File: config.mk
export PLATFORM = sky130hd
export DESIGN_NAME = fdiv_pow2
export DESIGN_NICKNAME = d
export VERILOG_FILES = /design/src/rtl/fdiv_pkg.sv /design/src/rtl/fdiv_src_mux.sv /design/src/rtl/fdiv_core.sv /design/src/rtl/fdiv_fanout.sv /design/src/rtl/fdiv_pow2.sv
export SDC_FILE = /design/constraint.sdc
export NUM_CORES = 1
export LEC_CHECK = 0
export ABC_AREA = 1
export BUFFER_PORTS_ARGS = -buffer_cell sky130_fd_sc_hd__clkbuf_2
export CAP_MARGIN = 40
export CELL_PAD_IN_SITES_DETAIL_PLACEMENT = 0
export CELL_PAD_IN_SITES_GLOBAL_PLACEMENT = 1
export CORE_MARGIN = 5
export CORE_UTILIZATION = 30
export CTS_CLUSTER_SIZE = 28
export DETAILED_ROUTE_END_ITERATION = 10
export PLACE_DENSITY_LB_ADDON = 0.08
export SYNTH_ARGS = -nofsm -noshare
export SYNTH_HDL_FRONTEND = slang
export SYNTH_SLANG_ARGS = --single-unit
File: constraint.sdc
create_clock -name clk -period 1.35 [get_ports clk]
set_input_delay 0.135 -clock clk [delete_from_list [all_inputs] [get_ports clk]]
set_output_delay 0.135 -clock clk [all_outputs]
set_load 0.01 [all_outputs]
File: src/rtl/fdiv_pkg.sv
package fdiv_pkg;

    // Width of the ratio select code.
    localparam int SEL_W    = 2;
    // Largest half-period in counted ticks (code all ones).
    localparam int HALF_MAX = 1 << ((1 << SEL_W) - 1);
    localparam int CNT_W    = (HALF_MAX > 1) ? $clog2(HALF_MAX) : 1;

    typedef enum logic [SEL_W-1:0] {
        DIV_1 = 2'd0,
        DIV_2 = 2'd1,
        DIV_4 = 2'd2,
        DIV_8 = 2'd3
    } div_code_e;

    localparam div_code_e POR_CODE = DIV_2;

    typedef struct packed {
        logic             phase;
        logic [CNT_W-1:0] cnt;
        div_code_e        code;
    } div_state_t;

    // Terminal count of a half-period for a given code.
    function automatic logic [CNT_W-1:0] last_count(input div_code_e c);
        return CNT_W'((32'd1 << c) - 32'd1);
    endfunction

endpackage

File: src/rtl/fdiv_src_mux.sv
module fdiv_src_mux (
    input  logic use_vco,
    input  logic vco_tick,
    input  logic ref_tick,
    output logic tick
);
    // Bypass steers the reference through the same divider.
    assign tick = use_vco ? vco_tick : ref_tick;
endmodule

File: src/rtl/fdiv_core.sv
module fdiv_core
    import fdiv_pkg::*;
(
    input  logic      clk,
    input  logic      por,
    input  logic      mr,
    input  logic      tick,
    input  div_code_e sel_i,
    output logic      phase_o,
    output div_code_e code_o
);
    div_state_t st;
    logic       at_end;

    assign at_end = (st.cnt == last_count(st.code));

    always_ff @(posedge clk) begin
        if (por) begin
            st.phase <= 1'b0;
            st.cnt   <= '0;
            st.code  <= POR_CODE;
        end else if (mr) begin
            // Counter and output parked; ratio kept.
            st.phase <= 1'b0;
            st.cnt   <= '0;
        end else if (tick) begin
            if (at_end) begin
                st.phase <= ~st.phase;
                st.cnt   <= '0;
                // Ratio only moves when the output is about to rise.
                if (!st.phase) begin
                    st.code <= sel_i;
                end
            end else begin
                st.cnt <= st.cnt + 1'b1;
            end
        end
    end

    assign phase_o = st.phase;
    assign code_o  = st.code;
endmodule

File: src/rtl/fdiv_fanout.sv
module fdiv_fanout #(
    parameter int NPAIR = 4
) (
    input  logic             phase,
    output logic [NPAIR-1:0] q,
    output logic [NPAIR-1:0] qn
);
    for (genvar i = 0; i < NPAIR; i++) begin : g_pair
        assign q[i]  = phase;
        assign qn[i] = ~phase;
    end
endmodule

File: src/rtl/fdiv_pow2.sv
module fdiv_pow2
    import fdiv_pkg::*;
#(
    parameter int NPAIR = 4
) (
    input  logic             clk,
    input  logic             por,
    input  logic             mr,
    input  logic             src_vco,
    input  logic             vco_tick,
    input  logic             ref_tick,
    input  logic [SEL_W-1:0] div_sel,
    output logic [NPAIR-1:0] q,
    output logic [NPAIR-1:0] qn
);
    logic      src_tick;
    logic      phase;
    div_code_e active_code;

    fdiv_src_mux u_mux (
        .use_vco  (src_vco),
        .vco_tick (vco_tick),
        .ref_tick (ref_tick),
        .tick     (src_tick)
    );

    fdiv_core u_core (
        .clk     (clk),
        .por     (por),
        .mr      (mr),
        .tick    (src_tick),
        .sel_i   (div_code_e'(div_sel)),
        .phase_o (phase),
        .code_o  (active_code)
    );

    fdiv_fanout #(.NPAIR(NPAIR)) u_fan (
        .phase (phase),
        .q     (q),
        .qn    (qn)
    );
endmodule

==> metrics <==
Die W 47.9 um; Area contributors post-synth dfxtp_1 (28%), nand2_1 (20%), buf_4 (12%), inv_1 (9.6%), nor2_1 (5.2%); total negative slack 0 ns; Seq. cell area 120 um^2; Syn Area/Cell 6.26 um^2; fraction of registers with async set/reset 0%; most common cell in the netlist nand2_1; Ant. Diodes 0; most frequent cells after synthesis nand2_1 (23), inv_1 (11), buf_4 (7); gr ovfl total 0; Wirelength per Cell 9.49 um; Clock Power Share 39.7%; Die ar. 2300 um^2; Internal 0.312 mW; unrepaired setup endpoints after global routing no; Peak VDD IR 0.000369 V; share of cells above drive strength 1 27.5%; largest net degree at the start of global routing 8; FMAX 0.897 GHz; Required @ worst endpoint 1.48 ns; CP top delay family simple AND/OR/NAND/NOR gates; CTS tree yes; HP Class primary input to register; final-report max-slew violation count 0; Final Cell Area 495 um^2; vias in the first global route 357; post-synthesis cell type count 14; Initial DRC Count 11; sequential-to-total area share from yosys stat 27.8%; Netlist Area Pre-Place 432 um^2; min Tclk post-route 1.11 ns; part of the power in registers 43.6%; DP HPWL 763 um; Post-synth EDFFs 0; Multi-input gate area 218 um^2; Setup Buffers After CTS 0; DR pass1 iterations 4; clock slew seen by the registers of the worst setup and hold paths 0.05 ns; Area after DPL 473 um^2; Slew headroom 86.1%; gpl congestion 0.694; leakage power of the design 0.273 nW; post-synth top area share 27.8%; I/O Buffers 15; CP Buf/Inv Count 0; Net Count, Synth 78; Worst path slowest cell dfxtp_1; #FFs+latches synth 6; Die H 47.9 um; synth-to-layout area growth 14.8%; Post-route DRC 0; final setup fails 0; vias per cell 4.34; area leader, netlist dfxtp_1; routed wire length 902 um; ys flop type dfxtp_1; hold buffers post-CTS 0; post-route ant nets 0; worst-path cell chain nand2_1 -> nand2_1 -> nand2_2 -> nor2_4 -> nand2_1 -> nand2_1 -> a21oi_1; CP max stage delay 0.40 ns; DR vias 412; cts bufs inserted 3; first-pass GRT wire length 1.46 mm; gr usage total 9.78%; Arrival @ worst endpoint 1.24 ns; warnings from Yosys 0; clock sink count 6; Logic pwr share 16.7%; Site Rows 13; NumNets Final 91; CP Launch Type register; core area 1330 um^2; Root Driver clkbuf_4; NetSw 0.120 mW; Final Hold Violating Endpoints 0; Syn Inst Count 69; IO Pins 16; status finished clean; initial antenna violation count 0; Worst Clk Skew 0.00891 ns; Sw Ratio 27.7%; Post-CTS Resized 0; largest driver fanout on the critical path 6; max-cap violation count 0; Layout fillers 154; CTS Buffer Depth 2; PD cells 872 nW/um^2; measured slew at the worst slew-check pin 0.209 ns; Tcrit/Tclk final 82.6%; CTS H-tree depth 1; Clk Latency, worst-skew pair 0.25 ns; critical path class register to register; CP Capture Type register; crit-path most repeated cell nand2_1; initial core utilization 32.4%
power by group through the flow:
stage / Clock, mW / Combinational, mW / Sequential (mW)
floorplan: 0 / 0.0552 / 0.191
global placement: 0 / 0.0746 / 0.192
detailed placement: 0 / 0.0726 / 0.192
CTS: 0.176 / 0.0730 / 0.188
global route: 0.198 / 0.0835 / 0.189
finish: 0.171 / 0.0723 / 0.188
sequential cells by signal, summed over array words and instances (netlist names):
name,flops
u_core.code_o,2
u_core.phase_o,1
u_core.st,3
cell usage in the layout (no fill, tap or decap):
master	instances
clkbuf_4	3
a21oi_1	2
a21boi_1	1
nand2_2	2
nand2_1	23
dfxtp_1	6
nand3_1	4
o21ai_0	2
clkbuf_2	15
nor2_1	6
nand4_1	2
nor2_4	1
inv_1	11
ha_1	1
nand4_2	1
per-layer routing:
layer  global-route usage (%)  share of wire [%]
met3                     4.51                9.3
met5                        0                  0
met4                     8.06                1.7
met1                     12.4                 47
met2                     12.1                 42
layout make-up:
type	instances	area share [%]
Tap cell	15	3.79
Timing Repair Buffer	15	15.2
Inverter	11	8.33
Sequential cell	6	24.2
Clock buffer	3	4.55
Multi-Input combinational cell	45	43.9
stage by stage:
stage	setup WS (ns)	total power, mW	utilization (%)	std cells	hold WS [ns]
2_1_floorplan	0.341	0.246	-	69	0.255
3_3_place_gp	0.198	0.267	35.5	92	0.379
3_5_place_dp	0.231	0.265	35.5	92	0.378
4_1_cts	0.214	0.438	37.1	95	0.123
5_1_grt	0.0405	0.470	37.1	95	0.138
6_report	0.235	0.432	37.1	95	0.121
worst min-delay path, stage by stage:
cell and delay, ns:
clkbuf_2 0.09, inv_1 0.04, nand3_1 0.07
cell families after synthesis:
| kind of cell | count (synthesis) | share of synthesized area, % |
|---|---|---|
| simple gates | 39 | 41.2 |
| compound gates | 5 | 6.38 |
| buf+inv | 18 | 21.7 |
| flops | 6 | 27.8 |
| fa+ha+maj | 1 | 2.90 |
final timing paths:
path	start	endpoint	slack (ns)	cells after the start
worst min register to register	u_core.st[4]	u_core.st[4]	0.49	2
worst max register to register	u_core.code_o[1]	u_core.st[4]	0.24	7
worst max-delay path	u_core.code_o[1]	u_core.st[4]	0.24	7
worst min-delay path	por	u_core.code_o[0]	0.12	3
(Power assumes the default switching activity.)
